==> src/rtl/ddr_ovr_pkg.sv <==
package ddr_ovr_pkg;
  typedef enum logic [3:0] {
    ST_IDLE,
    ST_DEV,
    ST_ACK_DEV,
    ST_REG,
    ST_ACK_REG,
    ST_WDATA,
    ST_ACK_W,
    ST_RDATA,
    ST_RACK
  } i2c_state_e;

  localparam int unsigned BYTE_W    = 8;
  localparam logic [7:0]  UNMAPPED  = 8'hFF;
endpackage

==> src/rtl/ovr_sync.sv <==
module ovr_sync #(
  parameter int unsigned STAGES = 2,
  parameter int unsigned WIDTH  = 2
) (
  input  logic             clk_i,
  input  logic             rst_ni,
  input  logic [WIDTH-1:0] d_i,
  output logic [WIDTH-1:0] q_o
);
  logic [STAGES-1:0][WIDTH-1:0] pipe_q;

  // idle bus level is high, so reset to ones
  always_ff @(posedge clk_i or negedge rst_ni) begin
    if (!rst_ni) begin
      pipe_q <= '1;
    end else begin
      pipe_q[0] <= d_i;
      for (int s = 1; s < int'(STAGES); s++) pipe_q[s] <= pipe_q[s-1];
    end
  end

  assign q_o = pipe_q[STAGES-1];
endmodule

==> src/rtl/ovr_i2c_target.sv <==
module ovr_i2c_target
  import ddr_ovr_pkg::*;
#(
  parameter logic [6:0] DEV_ADDR = 7'h50
) (
  input  logic       clk_i,
  input  logic       rst_ni,
  input  logic       scl_i,
  input  logic       sda_i,
  output logic       sda_oe_o,
  output logic       wr_en_o,
  output logic [7:0] wr_addr_o,
  output logic [7:0] wdata_o,
  output logic [7:0] rd_addr_o,
  input  logic [7:0] rdata_i
);
  i2c_state_e state_q;
  logic       scl_q, sda_q;
  logic [3:0] bit_cnt_q;
  logic [7:0] sreg_q, tx_q, ptr_q, wr_addr_q, wdata_q;
  logic       rd_mode_q, nack_q, sda_low_q, wr_en_q;
  logic       scl_rise, scl_fall, start_det, stop_det, byte_done;

  assign scl_rise  = scl_i & ~scl_q;
  assign scl_fall  = ~scl_i & scl_q;
  assign start_det = scl_i & scl_q & sda_q & ~sda_i;
  assign stop_det  = scl_i & scl_q & ~sda_q & sda_i;
  assign byte_done = (bit_cnt_q == 4'd8);

  always_ff @(posedge clk_i or negedge rst_ni) begin
    if (!rst_ni) begin
      scl_q <= 1'b1;
      sda_q <= 1'b1;
    end else begin
      scl_q <= scl_i;
      sda_q <= sda_i;
    end
  end

  always_ff @(posedge clk_i or negedge rst_ni) begin
    if (!rst_ni) begin
      state_q   <= ST_IDLE;
      bit_cnt_q <= '0;
      sreg_q    <= '0;
      tx_q      <= '0;
      ptr_q     <= '0;
      wr_addr_q <= '0;
      wdata_q   <= '0;
      rd_mode_q <= 1'b0;
      nack_q    <= 1'b1;
      sda_low_q <= 1'b0;
      wr_en_q   <= 1'b0;
    end else begin
      wr_en_q <= 1'b0;
      if (start_det) begin
        state_q   <= ST_DEV;
        bit_cnt_q <= '0;
        sda_low_q <= 1'b0;
      end else if (stop_det) begin
        state_q   <= ST_IDLE;
        sda_low_q <= 1'b0;
      end else if (scl_rise) begin
        if (state_q inside {ST_DEV, ST_REG, ST_WDATA}) begin
          sreg_q    <= {sreg_q[6:0], sda_i};
          bit_cnt_q <= bit_cnt_q + 4'd1;
        end
        if (state_q == ST_RACK) nack_q <= sda_i;
      end else if (scl_fall) begin
        unique case (state_q)
          ST_DEV: if (byte_done) begin
            if (sreg_q[7:1] == DEV_ADDR) begin
              state_q   <= ST_ACK_DEV;
              rd_mode_q <= sreg_q[0];
              sda_low_q <= 1'b1;
            end else begin
              state_q <= ST_IDLE;
            end
          end
          ST_ACK_DEV: begin
            if (rd_mode_q) begin
              tx_q      <= rdata_i;
              sda_low_q <= ~rdata_i[7];
              bit_cnt_q <= 4'd1;
              state_q   <= ST_RDATA;
            end else begin
              sda_low_q <= 1'b0;
              bit_cnt_q <= '0;
              state_q   <= ST_REG;
            end
          end
          ST_REG: if (byte_done) begin
            ptr_q     <= sreg_q;
            sda_low_q <= 1'b1;
            state_q   <= ST_ACK_REG;
          end
          ST_ACK_REG, ST_ACK_W: begin
            sda_low_q <= 1'b0;
            bit_cnt_q <= '0;
            state_q   <= ST_WDATA;
          end
          ST_WDATA: if (byte_done) begin
            wr_en_q   <= 1'b1;
            wr_addr_q <= ptr_q;
            wdata_q   <= sreg_q;
            ptr_q     <= ptr_q + 8'd1;
            sda_low_q <= 1'b1;
            state_q   <= ST_ACK_W;
          end
          ST_RDATA: begin
            if (byte_done) begin
              sda_low_q <= 1'b0;
              ptr_q     <= ptr_q + 8'd1;
              state_q   <= ST_RACK;
            end else begin
              tx_q      <= {tx_q[6:0], 1'b0};
              sda_low_q <= ~tx_q[6];
              bit_cnt_q <= bit_cnt_q + 4'd1;
            end
          end
          ST_RACK: begin
            if (!nack_q) begin
              tx_q      <= rdata_i;
              sda_low_q <= ~rdata_i[7];
              bit_cnt_q <= 4'd1;
              state_q   <= ST_RDATA;
            end else begin
              state_q <= ST_IDLE;
            end
          end
          default: ;
        endcase
      end
    end
  end

  assign sda_oe_o  = sda_low_q;
  assign wr_en_o   = wr_en_q;
  assign wr_addr_o = wr_addr_q;
  assign wdata_o   = wdata_q;
  assign rd_addr_o = ptr_q;
endmodule

==> src/rtl/ovr_regfile.sv <==
module ovr_regfile
  import ddr_ovr_pkg::*;
#(
  parameter int unsigned NUM_REGS = 2,
  parameter logic [7:0]  BASE     = 8'h80
) (
  input  logic                       clk_i,
  input  logic                       rst_ni,
  input  logic                       wr_en_i,
  input  logic [7:0]                 wr_addr_i,
  input  logic [7:0]                 wdata_i,
  input  logic [7:0]                 rd_addr_i,
  output logic [7:0]                 rdata_o,
  output logic [NUM_REGS*BYTE_W-1:0] regs_o
);
  for (genvar i = 0; i < int'(NUM_REGS); i++) begin : g_reg
    localparam logic [7:0] ADDR = BASE + 8'(i);
    logic [7:0] q;
    always_ff @(posedge clk_i or negedge rst_ni) begin
      if (!rst_ni)                           q <= '0;
      else if (wr_en_i && wr_addr_i == ADDR) q <= wdata_i;
    end
    assign regs_o[i*BYTE_W +: BYTE_W] = q;
  end

  always_comb begin
    rdata_o = UNMAPPED;
    for (int i = 0; i < int'(NUM_REGS); i++) begin
      if (rd_addr_i == BASE + 8'(i)) rdata_o = regs_o[i*BYTE_W +: BYTE_W];
    end
  end
endmodule

==> src/rtl/ddr_mode_override.sv <==
module ddr_mode_override
  import ddr_ovr_pkg::*;
#(
  parameter logic [6:0]  DEV_ADDR    = 7'h50,
  parameter logic [7:0]  REG_BASE    = 8'h80,
  parameter int unsigned SYNC_STAGES = 2
) (
  input  logic        clk_i,
  input  logic        rst_ni,
  input  logic        scl_i,
  input  logic        sda_i,
  output logic        sda_oe_o,
  output logic [12:0] addr_o,
  output logic [1:0]  bank_o,
  output logic        addr_oe_o,
  output logic        bus_sw_open_o
);
  localparam int unsigned NUM_REGS = 2;

  logic [1:0] line_sync;
  logic       wr_en;
  logic [7:0] wr_addr, wdata, rd_addr, rdata;
  logic [NUM_REGS*BYTE_W-1:0] regs;
  logic [7:0] reg_lo, reg_hi;

  ovr_sync #(.STAGES(SYNC_STAGES), .WIDTH(2)) u_sync (
    .clk_i (clk_i),
    .rst_ni(rst_ni),
    .d_i   ({scl_i, sda_i}),
    .q_o   (line_sync)
  );

  ovr_i2c_target #(.DEV_ADDR(DEV_ADDR)) u_target (
    .clk_i    (clk_i),
    .rst_ni   (rst_ni),
    .scl_i    (line_sync[1]),
    .sda_i    (line_sync[0]),
    .sda_oe_o (sda_oe_o),
    .wr_en_o  (wr_en),
    .wr_addr_o(wr_addr),
    .wdata_o  (wdata),
    .rd_addr_o(rd_addr),
    .rdata_i  (rdata)
  );

  ovr_regfile #(.NUM_REGS(NUM_REGS), .BASE(REG_BASE)) u_regs (
    .clk_i    (clk_i),
    .rst_ni   (rst_ni),
    .wr_en_i  (wr_en),
    .wr_addr_i(wr_addr),
    .wdata_i  (wdata),
    .rd_addr_i(rd_addr),
    .rdata_o  (rdata),
    .regs_o   (regs)
  );

  assign reg_lo = regs[7:0];
  assign reg_hi = regs[15:8];

  // enable and switch come from one flop: they cannot disagree for a cycle
  assign addr_o        = {reg_hi[4:0], reg_lo};
  assign bank_o        = reg_hi[6:5];
  assign addr_oe_o     = reg_hi[7];
  assign bus_sw_open_o = reg_hi[7];
endmodule

==> config.mk <==
export PLATFORM = sky130hd
export DESIGN_NAME = ddr_mode_override
export DESIGN_NICKNAME = d
export VERILOG_FILES = /design/src/rtl/ddr_ovr_pkg.sv /design/src/rtl/ovr_sync.sv /design/src/rtl/ovr_i2c_target.sv /design/src/rtl/ovr_regfile.sv /design/src/rtl/ddr_mode_override.sv
export SDC_FILE = /design/constraint.sdc
export NUM_CORES = 1
export LEC_CHECK = 0
export BUFFER_PORTS_ARGS = -buffer_cell sky130_fd_sc_hd__clkbuf_2
export CAP_MARGIN = 25
export CORE_ASPECT_RATIO = 0.5
export CORE_MARGIN = 1
export CORE_UTILIZATION = 45
export DETAILED_ROUTE_END_ITERATION = 6
export MAX_ROUTING_LAYER = met4
export PLACE_DENSITY = 0.64
export SKIP_LAST_GASP = 1
export SYNTH_ARGS = -nofsm -noshare
export SYNTH_HDL_FRONTEND = slang
export SYNTH_HIERARCHICAL = 1
export SYNTH_SLANG_ARGS = --single-unit
==> constraint.sdc <==
create_clock -name clk_i -period 1.9 [get_ports clk_i]
set_input_delay 0.38 -clock clk_i [delete_from_list [all_inputs] [get_ports clk_i]]
set_output_delay 0.38 -clock clk_i [all_outputs]
set_load 0.005 [all_outputs]
==> results.ini <==
[run_status]
outcome=complete, but fails checks
violations=setup timing

[critical_path]
crit_end=u_target/state_q[0]$_DFFE_PN0P_
worstSetupStartpointType=flip-flop
cp.depth=7
r2r_cells=7
cp_cell_sequence=buf_4, nand2b_1, o31ai_2, a21oi_2, o41ai_4, buf_4, mux2_4
cpLargestDelayFamily=compound AO/OA/AOI/OAI gates
end_kind=flip-flop
slowest_stage=dfrtp_2
worstPathArrival_ps=2150
slowest_delay_ps=460
startpoint=u_target/state_q[3]$_DFFE_PN0P_
r2r_setup_slack_ps=-40
critPathKind=flip-flop to flip-flop
critical_path_buf_inv_count=2
worst-path-max-fanout=9
r2r_end=u_target/state_q[0]$_DFFE_PN0P_
reg2reg_from=u_target/state_q[3]$_DFFE_PN0P_
required_ps=2110
cp_common_cell=buf_4

[yosys]
synth_top_family_by_area=multiplexers
ys_types=67
synth_enable_flop_cells=0
yosys.area_share.adder_pct=2.60
ys_ff_latch=73
synthFlopType=dfrtp_1
seq_area_frac_synth_pct=47.7
synthMuxAreaShare_pct=18.2
syn_nets=350
ys_warn_count=6
synthesis.area_sq_mm=0.00385
synthArstFlopShare_pct=100
synth_cells=338
synth_compound_area_share_pct=10.4
yosys.area_share.simple_pct=16.9
synth_xor_area_share_pct=0.228
avgSynthCellArea_sq_um=11.4

[layout]
area_delta_synth_final_pct=23.1
diodes=0
layout.area.seq_sq_mm=0.00184
final_cell_mix=63 x dfrtp_1, 41 x buf_4, 34 x mux2_2
layout-drive-gt1-share_pct=42.8
nNetsFinal=411
fillers=647
multiInputGateArea_sq_mm=0.00197
layout_commonest_cell=dfrtp_1

[timing]
max_freq_ghz=0.516
worst_slew_pin_slew_ps=423
fin_ws_ps=-37.0
hold_violations=0
setup_viol=4
skew_ps=5.23
min_period_over_period_pct=102
period_needed_ps=1940
fin_setup_tns_ps=-96.8
fin_hold_ws_ps=61.2
rsz0062_at_grt=true
slew_violations=0
slew_headroom_pct=71.7

[clock_network]
h-tree-depth=3
clkTransAtPathRegs_ps=60
cts.root.buffer_cell=clkbuf_16
clock_latency_ps=330
clockBufferDepth=2
cts_tree=yes
cts_sinks=73
postCtsHoldBufs=0
numCtsBuffers=9

[run]
max-cap-violations=0

[floorplan]
rows=23
ios=22
start_util_pct=47.2
die-area_sq_mm=0.00894
fp.dieW_microns=133
core-area_sq_mm=0.00814
die_h_microns=67.4

[global_routing]
grt.overflow.total=0
antenna_found_initial=0
first_global_vias=2781
track_usage_pct=21.8
grt_pass1_wl_microns=14400
grt_max_degree=74

[pwr]
powerDensity_mw_per_mm2=732
p_leak_nw=2.21
ir_worst_vdd_uv=535

[detailed_routing]
vias_per_cell=5.60
ant_nets=0
wirelength_microns=8720
dr.first_iter.drc_count=244
vias=2889
wl_per_cell_microns=16.9
firstDrtPassIters=4
drc=0

[place]
io_buffers=21
routabilityCongestion=0.888
dp.final_hpwl_microns=6180

[min_path]
hp-class=input port to asynchronous set/reset pin

-- registers in the layout (all words and copies together) (netlist names), 2 cells and up --
signal,count
u_regs/g.q,16
u_target/rd_addr_o,8
u_target/sreg_q,8
u_target/wdata_o,8
u_target/wr_addr_o,8
u_target/tx_q,7
u_target/bit_cnt_q,4
u_target/state_q,4
u_sync/pipe_q,2
u_sync/q_o,2
-- stage by stage --
stage	area, sq um	total power, W	setup slack, ps	instances	util, %
2_1_floorplan	3860	0.00174	5.99	338	-
3_3_place_gp	4300	0.00183	-31.3	494	52.7
3_5_place_dp	4300	0.00184	-27.7	494	52.7
4_1_cts	4600	0.00347	-7.47	511	56.5
5_1_grt	4730	0.00359	-99.5	516	58.1
6_report	4730	0.00346	-37.0	516	58.1
-- power breakdown --
part | switching [W] | internal, W
Combinational | 0.000135 | 0.000109
Clock | 0.000700 | 0.000908
Sequential | 0.0000276 | 0.00159
-- final cells by class --
cell class | instances | share of cell area, %
multi-input combinational | 240 | 41.6
tap | 112 | 2.96
inverter | 9 | 0.714
timing repair buffer | 66 | 9.86
clock inverter | 7 | 1.30
clock buffer | 9 | 4.76
sequential | 73 | 38.9
-- worst register-to-register path, delay by kind of cell (launching register included) --
| kind | cells | cell delay [ps] |
|---|---|---|
| compound gates | 3 | 470 |
| buf+inv | 2 | 380 |
| flops | 1 | 460 |
| mux | 1 | 310 |
| simple gates | 1 | 200 |
-- per-layer routing --
layer  GRT usage, %  up-vias  wire [microns]
li1               -     1348               -
met1           29.1     1475            4230
met2           33.9       57            4100
met3           4.73        9             305
met4           6.03        0              80
met5              -        -               0
-- cells in the mapped netlist (2+ instances only) --
library cell  number  area, sq um
nor3_1             2         10.0
o21ai_1            4         20.0
o22a_1             2         17.5
o21ai_0           12         60.1
inv_1              9         33.8
mux2i_1           15          150
buf_6              3         33.8
mux2_4             9          135
buf_2              6         30.0
nor2_1            22         82.6
and3b_1            2         17.5
nand2_1           32          120
or4b_4             2         27.5
buf_4              7         52.6
dfstp_2            7          184
o211ai_1           3         22.5
nand4b_1           2         17.5
ha_1               8          100
o31ai_1            4         30.0
nor2b_1            6         37.5
nand2b_1           6         37.5
a21oi_1           14         70.1
mux2_2            36          405
dfrtp_1           66         1650
nor4b_1            2         17.5
nand3_1           11         55.1
nand3b_1           2         15.0
a21boi_0           2         15.0
o22ai_1            4         25.0
-- timing repair --
item	in CTS	in global routing
setup buffers	1	5
endpoints found under the setup margin	5	37
cloned	0	0
resized for setup	6	23
pin swaps	1	7
-- cell families (layout without fill, tap and decap cells) --
logic type | after synthesis | count (layout)
compound gates | 59 | 59
flops | 73 | 73
fa+ha+maj | 8 | 8
xor+xnor | 1 | 1
mux | 61 | 61
buf+inv | 25 | 91
simple gates | 111 | 111
-- worst min path at each step --
| stage | to | start | slack [ps] |
|---|---|---|---|
| 3_5_place_dp | u_sync/q_o[1]$_DFF_PN1_ | u_sync/pipe_q[1]$_DFF_PN1_ | 350 |
| 4_1_cts | u_target/wdata_o[5]$_DFFE_PN0P_ | rst_ni | 80 |
| 3_3_place_gp | u_sync/q_o[1]$_DFF_PN1_ | u_sync/pipe_q[1]$_DFF_PN1_ | 350 |
| 5_1_grt | u_target/wr_addr_o[3]$_DFFE_PN0P_ | rst_ni | 100 |
| 6_report | u_target/wr_addr_o[5]$_DFFE_PN0P_ | rst_ni | 60 |
| 2_1_floorplan | u_regs/g_reg[0].q[0]$_DFFE_PN0P_ | rst_ni | 80 |
Note: power is estimated with default switching activity, not from simulation.
